**config.mk**
```make
export PLATFORM = sky130hd
export DESIGN_NAME = evt_pulse_timer
export DESIGN_NICKNAME = d
export VERILOG_FILES = /design/src/rtl/evt_pulse_pkg.sv /design/src/rtl/evt_pulse_sync.sv /design/src/rtl/evt_pulse_filter.sv /design/src/rtl/evt_pulse_edge.sv /design/src/rtl/evt_pulse_counter.sv /design/src/rtl/evt_pulse_timer.sv
export SDC_FILE = /design/constraint.sdc
export NUM_CORES = 1
export LEC_CHECK = 0
export BUFFER_PORTS_ARGS = -buffer_cell sky130_fd_sc_hd__buf_2
export CAP_MARGIN = 20
export CORE_MARGIN = 4
export CORE_UTILIZATION = 55
export DETAILED_ROUTE_END_ITERATION = 6
export PLACE_DENSITY = 0.77
export SLEW_MARGIN = 30
export SYNTH_ARGS = -nofsm -noshare
export SYNTH_HDL_FRONTEND = slang
export SYNTH_SLANG_ARGS = --single-unit
```
**constraint.sdc**
```tcl
create_clock -name clk -period 2.35 [get_ports clk]
set_clock_uncertainty 0.05 [all_clocks]
set_input_delay 0.3525 -clock clk [delete_from_list [all_inputs] [get_ports clk]]
set_output_delay 0.3525 -clock clk [all_outputs]
set_load 0.02 [all_outputs]
```
**src/rtl/evt_pulse_pkg.sv**
```systemverilog
package evt_pulse_pkg;

  localparam logic [1:0] A_CFG = 2'd0;
  localparam logic [1:0] A_CMP = 2'd1;
  localparam logic [1:0] A_CNT = 2'd2;
  localparam logic [1:0] A_IRQ = 2'd3;
  localparam int CFG_W = 6;

  // bit5 down to bit0
  typedef struct packed {
    logic oe;
    logic inv;
    logic filt;
    logic any_edge;
    logic async_start;
    logic en;
  } cfg_t;

  // An edge of the event level qualifies when it is a change and either
  // both directions are allowed or the new level is high.
  function automatic logic edge_qualifies(input logic prev, input logic cur,
                                          input logic any_edge);
    return (prev ^ cur) & (any_edge | cur);
  endfunction

endpackage

```
**src/rtl/evt_pulse_sync.sv**
```systemverilog
module evt_pulse_sync #(
  parameter int STAGES = 2
) (
  input  logic clk,
  input  logic rst_n,
  input  logic d,
  output logic q
);
  logic [STAGES-1:0] chain_q;

  always_ff @(posedge clk or negedge rst_n) begin
    if (!rst_n) chain_q[0] <= 1'b0;
    else        chain_q[0] <= d;
  end

  for (genvar i = 1; i < STAGES; i++) begin : g_stage
    always_ff @(posedge clk or negedge rst_n) begin
      if (!rst_n) chain_q[i] <= 1'b0;
      else        chain_q[i] <= chain_q[i-1];
    end
  end

  assign q = chain_q[STAGES-1];
endmodule

```
**src/rtl/evt_pulse_filter.sv**
```systemverilog
module evt_pulse_filter #(
  parameter int LEN = 4
) (
  input  logic clk,
  input  logic rst_n,
  input  logic s,
  output logic lvl
);
  localparam int CW = $clog2(LEN) + 1;
  localparam logic [CW-1:0] LAST = CW'(LEN - 1);

  logic [CW-1:0] run_q;
  logic          lvl_q;

  always_ff @(posedge clk or negedge rst_n) begin
    if (!rst_n) begin
      run_q <= '0;
      lvl_q <= 1'b0;
    end else if (s == lvl_q) begin
      run_q <= '0;
    end else if (run_q == LAST) begin
      run_q <= '0;
      lvl_q <= s;
    end else begin
      run_q <= run_q + 1'b1;
    end
  end

  assign lvl = lvl_q;

  AST_FILTER_STABLE: assert property (@(posedge clk) disable iff (!rst_n)
    !$stable(lvl_q) |-> ($past(run_q) == LAST && $past(s) == lvl_q));
endmodule

```
**src/rtl/evt_pulse_edge.sv**
```systemverilog
module evt_pulse_edge
  import evt_pulse_pkg::*;
(
  input  logic clk,
  input  logic rst_n,
  input  logic en,
  input  logic lvl,
  input  logic any_edge,
  output logic ref_lvl,
  output logic trig
);
  logic prev_q, trig_q, edge_hit;

  assign edge_hit = edge_qualifies(prev_q, lvl, any_edge);

  always_ff @(posedge clk or negedge rst_n) begin
    if (!rst_n) begin
      prev_q <= 1'b0;
      trig_q <= 1'b0;
    end else begin
      prev_q <= lvl;
      trig_q <= en & edge_hit;
    end
  end

  assign ref_lvl = prev_q;
  assign trig    = trig_q;

  AST_RISE_ONLY: assert property (@(posedge clk) disable iff (!rst_n)
    (edge_hit && !any_edge) |=> ref_lvl);
endmodule

```
**src/rtl/evt_pulse_counter.sv**
```systemverilog
module evt_pulse_counter #(
  parameter int CNT_W = 16
) (
  input  logic             clk,
  input  logic             rst_n,
  input  logic             en,
  input  logic             trig,
  input  logic [CNT_W-1:0] cmp,
  input  logic             cnt_we,
  input  logic [CNT_W-1:0] cnt_wdata,
  output logic             running,
  output logic [CNT_W-1:0] count,
  output logic             pulse_end
);
  function automatic logic [CNT_W-1:0] count_step(input logic [CNT_W-1:0] c);
    return c + 1'b1;
  endfunction

  logic             run_q;
  logic [CNT_W-1:0] cnt_q;

  assign pulse_end = run_q & en & (cnt_q == cmp);

  always_ff @(posedge clk or negedge rst_n) begin
    if (!rst_n) begin
      run_q <= 1'b0;
      cnt_q <= '0;
    end else if (!en) begin
      run_q <= 1'b0;
      if (cnt_we) cnt_q <= cnt_wdata;
    end else if (run_q) begin
      if (pulse_end)   run_q <= 1'b0;
      else if (cnt_we) cnt_q <= cnt_wdata;
      else             cnt_q <= count_step(cnt_q);
    end else if (trig) begin
      run_q <= 1'b1;
      cnt_q <= '0;
    end else if (cnt_we) begin
      cnt_q <= cnt_wdata;
    end
  end

  assign running = run_q;
  assign count   = cnt_q;

  AST_END_FALLS: assert property (@(posedge clk) disable iff (!rst_n)
    pulse_end |=> !run_q);
  AST_START_ZERO: assert property (@(posedge clk) disable iff (!rst_n)
    $rose(run_q) |-> (cnt_q == '0));
  AST_NO_RETRIG: assert property (@(posedge clk) disable iff (!rst_n)
    (run_q && en && !pulse_end) |=> run_q);
  AST_DISABLED_HOLD: assert property (@(posedge clk) disable iff (!rst_n)
    (!en && !cnt_we) |=> (!run_q && $stable(cnt_q)));
endmodule

```
**src/rtl/evt_pulse_timer.sv**
```systemverilog
module evt_pulse_timer
  import evt_pulse_pkg::*;
#(
  parameter int CNT_W       = 16,
  parameter int SYNC_STAGES = 2,
  parameter int FILT_LEN    = 4
) (
  input  logic             clk,
  input  logic             rst_n,
  input  logic             pin_in,
  input  logic             reg_we,
  input  logic [1:0]       reg_addr,
  input  logic [CNT_W-1:0] reg_wdata,
  output logic [CNT_W-1:0] reg_rdata,
  output logic             wave_out,
  output logic             wave_oe,
  output logic             irq
);
  cfg_t             cfg_q;
  logic [CNT_W-1:0] cmp_q;
  logic             ie_q, flag_q;

  logic raw_lv, sync_lv, filt_lv, evt_lv;
  logic ref_lvl, trig, running, pulse_end, pend_raw, wave_int;
  logic [CNT_W-1:0] count;
  logic cnt_we, flag_clr;

  assign raw_lv = pin_in ^ cfg_q.inv;

  evt_pulse_sync #(.STAGES(SYNC_STAGES)) u_sync (
    .clk(clk), .rst_n(rst_n), .d(raw_lv), .q(sync_lv));

  evt_pulse_filter #(.LEN(FILT_LEN)) u_filt (
    .clk(clk), .rst_n(rst_n), .s(sync_lv), .lvl(filt_lv));

  assign evt_lv = cfg_q.filt ? filt_lv : sync_lv;

  evt_pulse_edge u_edge (
    .clk(clk), .rst_n(rst_n), .en(cfg_q.en), .lvl(evt_lv),
    .any_edge(cfg_q.any_edge), .ref_lvl(ref_lvl), .trig(trig));

  assign cnt_we = reg_we && (reg_addr == A_CNT);

  evt_pulse_counter #(.CNT_W(CNT_W)) u_cnt (
    .clk(clk), .rst_n(rst_n), .en(cfg_q.en), .trig(trig), .cmp(cmp_q),
    .cnt_we(cnt_we), .cnt_wdata(reg_wdata), .running(running),
    .count(count), .pulse_end(pulse_end));

  // Event in flight: raw level already qualifies against the last accepted level.
  assign pend_raw = edge_qualifies(ref_lvl, raw_lv, cfg_q.any_edge);
  assign wave_int = cfg_q.en & (running | (cfg_q.async_start & (pend_raw | trig)));
  assign wave_out = wave_int & cfg_q.oe;
  assign wave_oe  = cfg_q.oe;

  assign flag_clr = reg_we && (reg_addr == A_IRQ) && reg_wdata[0];

  always_ff @(posedge clk or negedge rst_n) begin
    if (!rst_n) begin
      cfg_q  <= '0;
      cmp_q  <= '0;
      ie_q   <= 1'b0;
      flag_q <= 1'b0;
    end else begin
      if (reg_we && reg_addr == A_CFG) cfg_q <= cfg_t'(reg_wdata[CFG_W-1:0]);
      if (reg_we && reg_addr == A_CMP) cmp_q <= reg_wdata;
      if (reg_we && reg_addr == A_IRQ) ie_q  <= reg_wdata[1];
      flag_q <= pulse_end | (flag_q & ~flag_clr);
    end
  end

  assign irq = flag_q & ie_q;

  always_comb begin
    reg_rdata = '0;
    case (reg_addr)
      A_CFG:   reg_rdata[CFG_W-1:0] = cfg_q;
      A_CMP:   reg_rdata = cmp_q;
      A_CNT:   reg_rdata = count;
      default: reg_rdata[1:0] = {ie_q, flag_q};
    endcase
  end

  AST_FLAG_ON_END: assert property (@(posedge clk) disable iff (!rst_n)
    pulse_end |=> flag_q);
  AST_FLAG_KEPT: assert property (@(posedge clk) disable iff (!rst_n)
    (flag_q && !flag_clr) |=> flag_q);
  AST_DISABLED_LOW: assert property (@(posedge clk) disable iff (!rst_n)
    !cfg_q.en |-> !wave_out);
endmodule

```
=== Word level (Yosys, flattened, before mapping) ===
Index checks and enable logic that the tools add are counted.

* $add $sub $neg: 2
* Reduce and logical (&&, ||, !) cells: 7
* Multiplexer cells: 16
* Bitwise operators: 20
* Equality and inequality tests: 7

{| class="wikitable"
|+ Operators with widths
! cell !! number
|-
| two-way mux 16 bit || 6
|-
| one-hot mux 10 bit (2 select lines) || 1
|-
| adder 16 x 1 -> 16 bit (second input constant) || 1
|-
| == test 16 bit || 1
|-
| one-hot mux 4 bit (3 select lines) || 1
|-
| bitwise AND 1 bit || 10
|-
| two-way mux 3 bit || 2
|-
| one-hot mux 2 bit (3 select lines) || 1
|-
| logical AND 1 bit || 5
|-
| two-way mux 1 bit || 5
|-
| OR 1 bit || 5
|-
| == test 2 bit (second input constant) || 2
|-
| adder 3 x 1 -> 3 bit (second input constant) || 1
|-
| == test 3 x 2 -> 1 bit (second input constant) || 1
|-
| != test 3 bit (second input constant) || 1
|-
| XOR 1 bit || 3
|-
| == test 2 x 1 -> 1 bit (second input constant) || 1
|-
| logical NOT 2 bit || 1
|-
| inverter 1 bit || 2
|-
| AND reduction 2 bit || 1
|-
| == test 1 bit || 1
|}

* Input port bits: 22
* Word-level logic and storage cells: 69
* Register bits after elaboration: 49

=== Depth between registers and ports, before layout ===
Gate-level depths: netlist of the first run.

* Word-level depth: 8
* Depth in mapped cells: 10

=== Cells and area by module ===
From an unflattened synthesis of the first run, not the netlist that was laid out.

* Cells, all modules: 315
* Area, all modules: 3206.8 µm²

{| class="wikitable"
|+ By module, submodules not included
! module !! sequential area each (µm²) !! area an instance (µm²) !! cells each !! times used
|-
| evt_pulse_counter || 425.4 || 1571.5 || 189 || 1
|-
| evt_pulse_timer || 600.6 || 1351.3 || 108 || 1
|-
| evt_pulse_filter || 100.1 || 166.4 || 11 || 1
|-
| evt_pulse_edge || 50.0 || 67.6 || 5 || 1
|-
| evt_pulse_sync || 50.0 || 50.0 || 2 || 1
|}

=== Least setup slack after synthesis of the first run ===
Ideal clock, no wire load.

* Path kind: in2out
* Start: in reg_addr[1]
* End: out reg_rdata[1]
* Buffers on the path: 2
* Stages: 6
* Arrival time: 1.538 ns
* Path slack: 0.409 ns
* Data required time: 1.947 ns
* Path through: inv_1 ha_1 clkbuf_1 clkbuf_1 a222oi_1 mux2i_1

* Cells in the longest elaborated chain, start to end: 2

{| class="wikitable"
|+ Ends and longest elaborated chain
! element !! line !! text
|-
| start, declared || evt_pulse_timer.sv:12 || <nowiki>input logic [1:0] reg_addr,</nowiki>
|-
| == test 2 bit, or another cell as far along || evt_pulse_timer.sv:75 || <nowiki>case (reg_addr)</nowiki>
|-
| one-hot mux 2 bit (3 select lines) (*) || evt_pulse_timer.sv:75 ||
|-
| end, declared || evt_pulse_timer.sv:14 || <nowiki>output logic [CNT_W-1:0] reg_rdata,</nowiki>
|}

Every way passes the cells marked *; elsewhere a longest branch is shown, timed or not.

=== Final worst setup path of the first run ===
* Start: reg cfg_q[4] (netlist bit)
* End: out wave_out

* Cells in the longest elaborated chain, start to end: 8

{| class="wikitable"
|+ Ends and longest elaborated chain
! element !! line !! text
|-
| start, declared || evt_pulse_timer.sv:19 || <nowiki>cfg_t cfg_q;</nowiki>
|-
| start signal, assigned || evt_pulse_timer.sv:64 || <nowiki>if (reg_we && reg_addr == A_CFG) cfg_q <= cfg_t'(reg_wdata[CFG_W-1:0]);</nowiki>
|-
| XOR 1 bit (*) || evt_pulse_timer.sv:28 || <nowiki>assign raw_lv = pin_in ^ cfg_q.inv;</nowiki>
|-
| named net raw_lv || evt_pulse_timer.sv:23 || <nowiki>logic raw_lv, sync_lv, filt_lv, evt_lv;</nowiki>
|-
| XOR 1 bit / OR 1 bit (equally long branches) || evt_pulse_pkg.sv:23 || <nowiki>return (prev ^ cur) & (any_edge | cur);</nowiki>
|-
| bitwise AND 1 bit (*) || evt_pulse_pkg.sv:23 ||
|-
| OR 1 bit (*) || evt_pulse_timer.sv:51 || <nowiki>assign wave_int = cfg_q.en & (running | (cfg_q.async_start & (pend_raw | trig)));</nowiki>
|-
| bitwise AND 1 bit (*) || evt_pulse_timer.sv:51 ||
|-
| OR 1 bit (*) || evt_pulse_timer.sv:51 ||
|-
| bitwise AND 1 bit (*) || evt_pulse_timer.sv:51 ||
|-
| bitwise AND 1 bit (*) || evt_pulse_timer.sv:52 || <nowiki>assign wave_out = wave_int & cfg_q.oe;</nowiki>
|-
| end, declared || evt_pulse_timer.sv:15 || <nowiki>output logic wave_out,</nowiki>
|}

Mark *: on every way through the listed nets, which the timed path passes. The rest lies on a longest branch.

==> Flow_metrics.wiki, run 1 <==
{| class="wikitable"
! Metric !! Value
|-
| Outcome || completed
|-
| Die Footprint || 0.00692 mm2
|-
| Horizontal die dimension || 83.2 um
|-
| Post-CTS Hold Fix Bufs || 1
|-
| Final Critical Period || 2030 ps
|-
| Startpoint of the worst hold path || pin_in
|-
| Hold Fails Final Rpt || 0
|-
| Most repeated cell in the gate-level netlist after synthesis || sky130_fd_sc_hd__dfrtp_1
|-
| Number of nets in the finished design || slightly below 400
|-
| Critical path startpoint || cfg_q[4]
|-
| Topmost layer with routed signal wires || met4
|-
| Final hold slack || ~210 ps
|-
| Instance count along the most critical hold path || 2
|-
| Number of routed nets with antenna violations || 0
|-
| Ordered cell list for the critical path || xor2_1, a21oi_1, a21oi_1, o21ai_0, a21oi_1, buf_2
|-
| Crit path max fanout || 3
|-
| Placeable core area || 0.00551 mm2
|-
| Maximum count of clock buffers along a single path || 2
|-
| Number of synthesized flops with an enable pin || 0
|-
| Post-CTS clock slew at the launch and capture registers of the worst setup and hold paths || ~100 ps
|-
| Hold endpoint || u_sync.chain_q[0]
|-
| Layout cell share with drive strength beyond 1 || 0.298
|-
| Most used cell, CP || sky130_fd_sc_hd__a21oi_1
|-
| I/O Pins || about 40
|-
| Number of cell rows || 27
|-
| Worst r2r dst || u_cnt.count[9]
|-
| Violation count after the first detailed-route iteration || between 400 and 500
|-
| IO Port Bufs || 40
|-
| Most used flip-flop cell after synthesis || sky130_fd_sc_hd__dfrtp_1
|-
| Count of vias placed by the detailed router || 2,850
|-
| Mapped Cells || around 320
|-
| Worst skew pair latency || 310 ps
|-
| Layout overhead on the synthesized area || 15.4%
|-
| Data required, critical path || about 2000 ps
|-
| Length of routed wiring on met1 || approximately 3600 um
|-
| Largest cells by area after synthesis || sky130_fd_sc_hd__dfrtp_1, sky130_fd_sc_hd__mux2_2, sky130_fd_sc_hd__xor2_1
|-
| Pin count of the biggest net entering global routing || 50
|-
| Setup repair after global routing missed its margin || no
|-
| Wire length on met3 || around 690 um
|-
| Antenna violations before repair || 0
|-
| Diodes inserted || 0
|-
| H-tree levels || 2
|-
| Worst min-delay path class || in2reg
|-
| Total met2 wirelength after detailed routing || 3720 um
|-
| Share of the clock period used by the worst path after layout || 0.862
|-
| Post-detailed-route DRC marker count || 0
|-
| Detailed placement HPWL || about 6200 um
|-
| Vertical extent of the die || approximately 83 um
|-
| Root buf cell || sky130_fd_sc_hd__clkbuf_8
|-
| Post-synth top area share || 0.395
|-
| Summed negative setup slack over all endpoints || 0 ps
|-
| Cell family with the largest share of critical-path delay || compound AO/OA/AOI/OAI gates
|-
| Maximum capacitance violations || 0
|-
| Worst-margin pin slew || 580 ps
|-
| FMAX || about 490 MHz
|-
| Number of cell instances on the worst register-to-register path || 5
|-
| Total wire length after detailed routing || 8240 um
|-
| Place WS || between 300 and 400 ps
|-
| RePlAce Congestion || 0.941
|-
| TritonRoute pass-1 iters || 7
|-
| Buffer count from post-CTS setup fixing || 0
|-
| Slew margin rel. || 0.612
|-
| Worst path bufs/invs || 1
|-
| Final setup fails || 0
|-
| Warnings from Yosys || 0
|-
| Power per cell area || just under 1000 mW/mm2
|-
| Type of origin of the critical path || flip-flop
|-
| CP max-delay cell || sky130_fd_sc_hd__dfrtp_1
|-
| Overall fraction of global-route tracks in use || 0.243
|-
| Setup ws final || ~320 ps
|-
| Origin of the critical flop-to-flop path || u_cnt.count[3]
|-
| Cell variety after synth || between 40 and 50
|-
| Wire length per cell after detailed routing || roughly 19 um
|-
| Maximum resistive drop on vdd || ~0.56 mV
|-
| Combined area of all synthesized cells || roughly 0.0031 mm2
|-
| Kind of critical path || reg2out
|-
| Wire length of the first global-routing pass || approximately 14,000 um
|-
| Clock tree from TritonCTS || built
|-
| Overflow after GRT || 0
|-
| Slowest cell delay on critical path || roughly 400 ps
|-
| Clock buffers created by TritonCTS || 5
|-
| Resized Gates After CTS || 0
|-
| Arrival time of data at the critical path endpoint || approximately 1600 ps
|-
| Net count after synthesis || 346
|-
| Leakage || between 0.0015 and 0.002 uW
|-
| Cell type with the highest aggregate area in the netlist || sky130_fd_sc_hd__dfrtp_1
|-
| Commonest cells post-synth || sky130_fd_sc_hd__dfrtp_1, sky130_fd_sc_hd__mux2_2, sky130_fd_sc_hd__nor2_1
|-
| Portion of the post-synthesis area used by sequential elements || 0.395
|-
| Mean instance size in the synthesized netlist || 9.80 um2
|-
| Number of sinks on the clock net || 49
|-
| Avg Vias per Cell || 6.46
|-
| Crit. End Element || primary output
|-
| Share of synthesized flip-flops with an asynchronous set or reset || 1.00
|-
| Final slew viol count || 0
|-
| Vias in the first global route || 2,722
|-
| Flip-flop and latch count after synthesis || 49
|-
| Initial standard-cell utilization of the core || 0.564
|-
| Worst setup slack for register-to-register paths || 350 ps
|}
[metrics by stage]
step / util / instances / cell area (um2) / total power, uW
final: 0.651 / 441 / 3590 / 3490
after global routing: 0.651 / 441 / 3590 / 3720
after CTS: 0.651 / 441 / 3590 / 3470
after detailed placement: 0.632 / 432 / 3480 / 2920
after global placement: 0.632 / 432 / 3480 / 2880
after floorplan: - / 317 / 3110 / 2430
[routing by layer]
layer,global-route usage,vias up
li1,-,1294
met4,0.0877,0
met1,0.344,1360
met5,0,-
met2,0.372,167
met3,0.0456,29
[layout make-up]
| class | count | area [um2] |
|---|---|---|
| multi-input cells | 233 | 1710 |
| well taps | 72 | 90.1 |
| fillers | 440 | 1920 |
| inverters | 13 | 48.8 |
| clock buffers | 5 | 68.8 |
| clock inverters | 3 | 28.8 |
| flip-flops and latches | 49 | 1230 |
| repair buffers | 66 | 410 |
[state kept, by name (all words and copies together), names as in the netlist]
register and count:
u_edge.ref_lvl 1, u_sync.chain_q 1, flag_q 1, u_cnt.running 1, u_filt.lvl 1, u_cnt.count 16, u_edge.trig 1, u_filt.run_q 3
cmp_q 16, u_sync.q 1, cfg_q 5, wave_oe 1, ie_q 1
[worst register-to-register path, stage by stage (launching register included)]
cell and delay, ps:
sky130_fd_sc_hd__dfrtp_1 560, sky130_fd_sc_hd__nand4_2 250, sky130_fd_sc_hd__nor3_1 450, sky130_fd_sc_hd__xnor2_1 110, sky130_fd_sc_hd__a222oi_1 340, sky130_fd_sc_hd__a21oi_1 120
[power by group]
part / leakage, uW / switching, uW / internal (uW)
clock network: 0.0000506 / 317 / 223
logic: 0.000905 / 845 / 700
registers: 0.000597 / 300 / 1100
[kinds of logic (layout without fill, tap and decap cells)]
| group | count (synthesis) | after routing | synth area share |
|---|---|---|---|
| adders and majority gates | 7 | 7 | 0.0282 |
| DFF | 49 | 49 | 0.395 |
| and+or+nand+nor | 92 | 92 | 0.161 |
| buffers and inverters | 35 | 87 | 0.0539 |
| AOI/OAI and AO/OA | 83 | 83 | 0.198 |
| muxes | 28 | 28 | 0.100 |
| xor gates and xnor gates | 23 | 23 | 0.0648 |
[worst max path at each step]
| stage | end | slack (ps) | cells after the start |
|---|---|---|---|
| 6_report | wave_out | 320 | 6 |
| 5_1_grt | wave_out | 130 | 6 |
| 4_1_cts | wave_out | 310 | 6 |
| 3_5_place_dp | u_cnt.count[9] | 320 | 9 |
| 3_3_place_gp | reg_rdata[1] | 390 | 7 |
| 2_1_floorplan | reg_rdata[1] | 410 | 6 |
[placed cells by master (no fill, tap or decap), types with 8 or more instances in the layout]
master                     instances
sky130_fd_sc_hd__nor3_1           14
sky130_fd_sc_hd__nor2_1           19
sky130_fd_sc_hd__a211oi_1          8
sky130_fd_sc_hd__nand2_1          16
sky130_fd_sc_hd__buf_2            40
sky130_fd_sc_hd__inv_1            13
sky130_fd_sc_hd__buf_4            24
sky130_fd_sc_hd__nor2b_1          12
sky130_fd_sc_hd__o22ai_1          11
sky130_fd_sc_hd__xor2_1           16
sky130_fd_sc_hd__a21oi_1          10
sky130_fd_sc_hd__mux2_2           25
sky130_fd_sc_hd__dfrtp_1          49
sky130_fd_sc_hd__a22oi_1          12
(Power assumes the default switching activity.)
==> run 2, diff against run 1 <==
- BUFFER_PORTS_ARGS: -buffer_cell sky130_fd_sc_hd__buf_2 -> default
- CORE_ASPECT_RATIO: default -> 0.7
- CORE_UTILIZATION: 55 -> 41
- DONT_BUFFER_PORTS: default -> 1
- PLACE_DENSITY: 0.77 -> default
==> run 2 against run 1 <==
  * Maximum frequency is 2.3% lower
  * Sequential power hardly changed
  * Cell count fell by 3.2%
  * Clock-buffer cell count is 2 higher
  * Combinational power is 9% lower
  * Critical path depth decreased by 2
  * Clock power fell by 6.7%
  * Non-clock buffer count decreased by 40
  * Critical path type unchanged
==> Flow_metrics.wiki, run 2 (synthesized netlist as in run 1, its figures left out) <==
{| class="wikitable"
! Metric !! Value
|-
| Clock buffers created by TritonCTS || 5 (unchanged)
|-
| Arrival time of data at the critical path endpoint || 1670 ps (was 1620 ps)
|-
| TritonRoute pass-1 iters || 5 (was 7)
|-
| Kind of critical path || reg2out (unchanged)
|-
| Layout overhead on the synthesized area || 9.82% (was 15.4%)
|-
| Vertical extent of the die || 80.8 um (was 83.2 um)
|-
| Die Footprint || 0.00906 mm2 (was 0.00692 mm2)
|-
| Overflow after GRT || 0 (unchanged)
|-
| Summed negative setup slack over all endpoints || 0 ps (unchanged)
|-
| Count of vias placed by the detailed router || 2,698 (was 2,850)
|-
| Post-CTS clock slew at the launch and capture registers of the worst setup and hold paths || 90 ps (was 100 ps)
|-
| Count of fill cells added during filler insertion || 709 (was 440)
|-
| Antenna violations before repair || 0 (unchanged)
|-
| Setup repair after global routing missed its margin || no (unchanged)
|-
| Buffer count from post-CTS setup fixing || 0 (unchanged)
|-
| Placeable core area || 0.00732 mm2 (was 0.00551 mm2)
|-
| Post-detailed-route DRC marker count || 0 (unchanged)
|-
| H-tree levels || 2 (unchanged)
|-
| Worst-margin pin slew || 658 ps (was 580 ps)
|-
| Wire length of the first global-routing pass || 13,900 um (was 13,800 um)
|-
| Number of nets in the finished design || 357 (was 397)
|-
| IO Port Bufs || 0 (was 40)
|-
| Wire length per cell after detailed routing || 20.3 um (was 18.7 um)
|-
| Outcome || completed (unchanged)
|-
| Avg Vias per Cell || 6.32 (was 6.46)
|-
| Initial standard-cell utilization of the core || 0.425 (was 0.564)
|-
| Maximum count of clock buffers along a single path || 2 (unchanged)
|-
| Crit path max fanout || 6 (was 3)
|-
| Worst min-delay path class || in2reg (unchanged)
|-
| Violation count after the first detailed-route iteration || 370 (was 425)
|-
| Hold Fails Final Rpt || 0 (unchanged)
|-
| Final standard cell count with taps included and fillers excluded || 427 (was 441)
|-
| I/O Pins || 41 (unchanged)
|-
| Power per cell area || 981 mW/mm2 (was 972 mW/mm2)
|-
| Maximum capacitance violations || 0 (unchanged)
|-
| Total wire length after detailed routing || 8670 um (was 8240 um)
|-
| Leakage || 0.00137 uW (was 0.00155 uW)
|-
| Number of cell rows || 26 (was 27)
|-
| Design area || 0.00341 mm2 (was 0.00359 mm2)
|-
| Number of sinks on the clock net || 49 (unchanged)
|-
| Worst skew pair latency || 320 ps (was 310 ps)
|-
| Crit. End Element || primary output (unchanged)
|-
| Vias in the first global route || 2,466 (was 2,722)
|-
| Final hold slack || 95.0 ps (was 211 ps)
|-
| Horizontal die dimension || 112 um (was 83.2 um)
|-
| Overall fraction of global-route tracks in use || 0.195 (was 0.243)
|-
| Clock tree from TritonCTS || built (unchanged)
|-
| Final slew viol count || 0 (unchanged)
|-
| RePlAce Congestion || 0.948 (was 0.941)
|-
| Share of the clock period used by the worst path after layout || 0.882 (was 0.862)
|-
| Slew margin rel. || 0.557 (was 0.612)
|-
| Layout cell share with drive strength beyond 1 || 0.207 (was 0.298)
|-
| Type of origin of the critical path || flip-flop (unchanged)
|-
| Final setup fails || 0 (unchanged)
|-
| Root buf cell || sky130_fd_sc_hd__clkbuf_8 (unchanged)
|-
| Most frequent cells in the layout || sky130_fd_sc_hd__dfrtp_1, sky130_fd_sc_hd__mux2_2, sky130_fd_sc_hd__buf_4 (was sky130_fd_sc_hd__dfrtp_1, sky130_fd_sc_hd__buf_2, sky130_fd_sc_hd__mux2_2)
|-
| Diodes inserted || 0 (unchanged)
|-
| Area after detailed placement || 0.00329 mm2 (was 0.00348 mm2)
|-
| FMAX || 482 MHz (was 494 MHz)
|-
| Maximum resistive drop on vdd || 0.349 mV (was 0.556 mV)
|-
| Data required, critical path || 1950 ps (about the same)
|-
| Number of routed nets with antenna violations || 0 (unchanged)
|-
| Pin count of the biggest net entering global routing || 50 (unchanged)
|-
| Final Critical Period || 2070 ps (was 2030 ps)
|-
| Placed instance count || 417 (was 432)
|-
| Detailed placement HPWL || 6410 um (was 6170 um)
|-
| Most common cell after layout, fill and taps aside || sky130_fd_sc_hd__dfrtp_1 (unchanged)
|}
==> run 2: power breakdown <==
group,switching (uW),total [uW],internal (uW),leakage (uW)
clock,293,504,211,0.0000385
combinational,779,1410,630,0.000731
sequential,335,1430,1100,0.000597
==> run 2: critical path, stage by stage, from the launching register on <==
cell                       delay [ps]
sky130_fd_sc_hd__dfrtp_1          470
sky130_fd_sc_hd__buf_4            170
sky130_fd_sc_hd__a222oi_1         380
sky130_fd_sc_hd__mux2i_1          150
sky130_fd_sc_hd__buf_4            180
==> run 2: metrics by stage <==
| stage | power [uW] | utilization | worst slack (ps) |
|---|---|---|---|
| 3_3_place_gp | 2800 | 0.450 | 273 |
| 3_5_place_dp | 2800 | 0.450 | 314 |
| 4_1_cts | 3320 | 0.466 | 292 |
| 6_report | 3350 | 0.466 | 277 |
| 2_1_floorplan | 2430 | - | 409 |
| 5_1_grt | 3550 | 0.466 | 99.3 |
==> run 2: what timing repair did <==
item,CTS,global route
resized for setup,0,0
hold buffers,2,0
endpoints found under the hold margin,49,0
==> run 2: area by class of cell <==
cell class / count / area (um2) / share of cell area
timing repair buffer: 26 / 218 / 0.0638
inverter: 13 / 48.8 / 0.0143
sequential: 49 / 1230 / 0.359
tap: 98 / 123 / 0.0359
clock inverter: 1 / 7.51 / 0.00220
multi-input combinational: 233 / 1710 / 0.502
clock buffer: 7 / 76.3 / 0.0224
==> run 2: worst paths after layout <==
check | start | slack (ps) | cells past startpoint | endpoint
setup / recovery | u_cnt.count[0] | 280 | 4 | reg_rdata[0]
hold / removal | pin_in | 90 | 1 | u_sync.chain_q[0]
setup reg to reg | u_cnt.count[9] | 280 | 6 | u_cnt.count[12]
hold reg to reg | u_sync.chain_q[0] | 330 | 0 | u_sync.q
max in group asynchronous | rst_n | 1510 | 2 | u_cnt.running
min in group asynchronous | rst_n | 500 | 2 | cmp_q[8]
==> run 2: routing by layer <==
layer,part of all wire,GRT usage,wire length [um]
met1,0.49,0.304,4240
met2,0.40,0.264,3480
met3,0.095,0.0462,820
met4,0.015,0.0540,127
met5,0,0,0
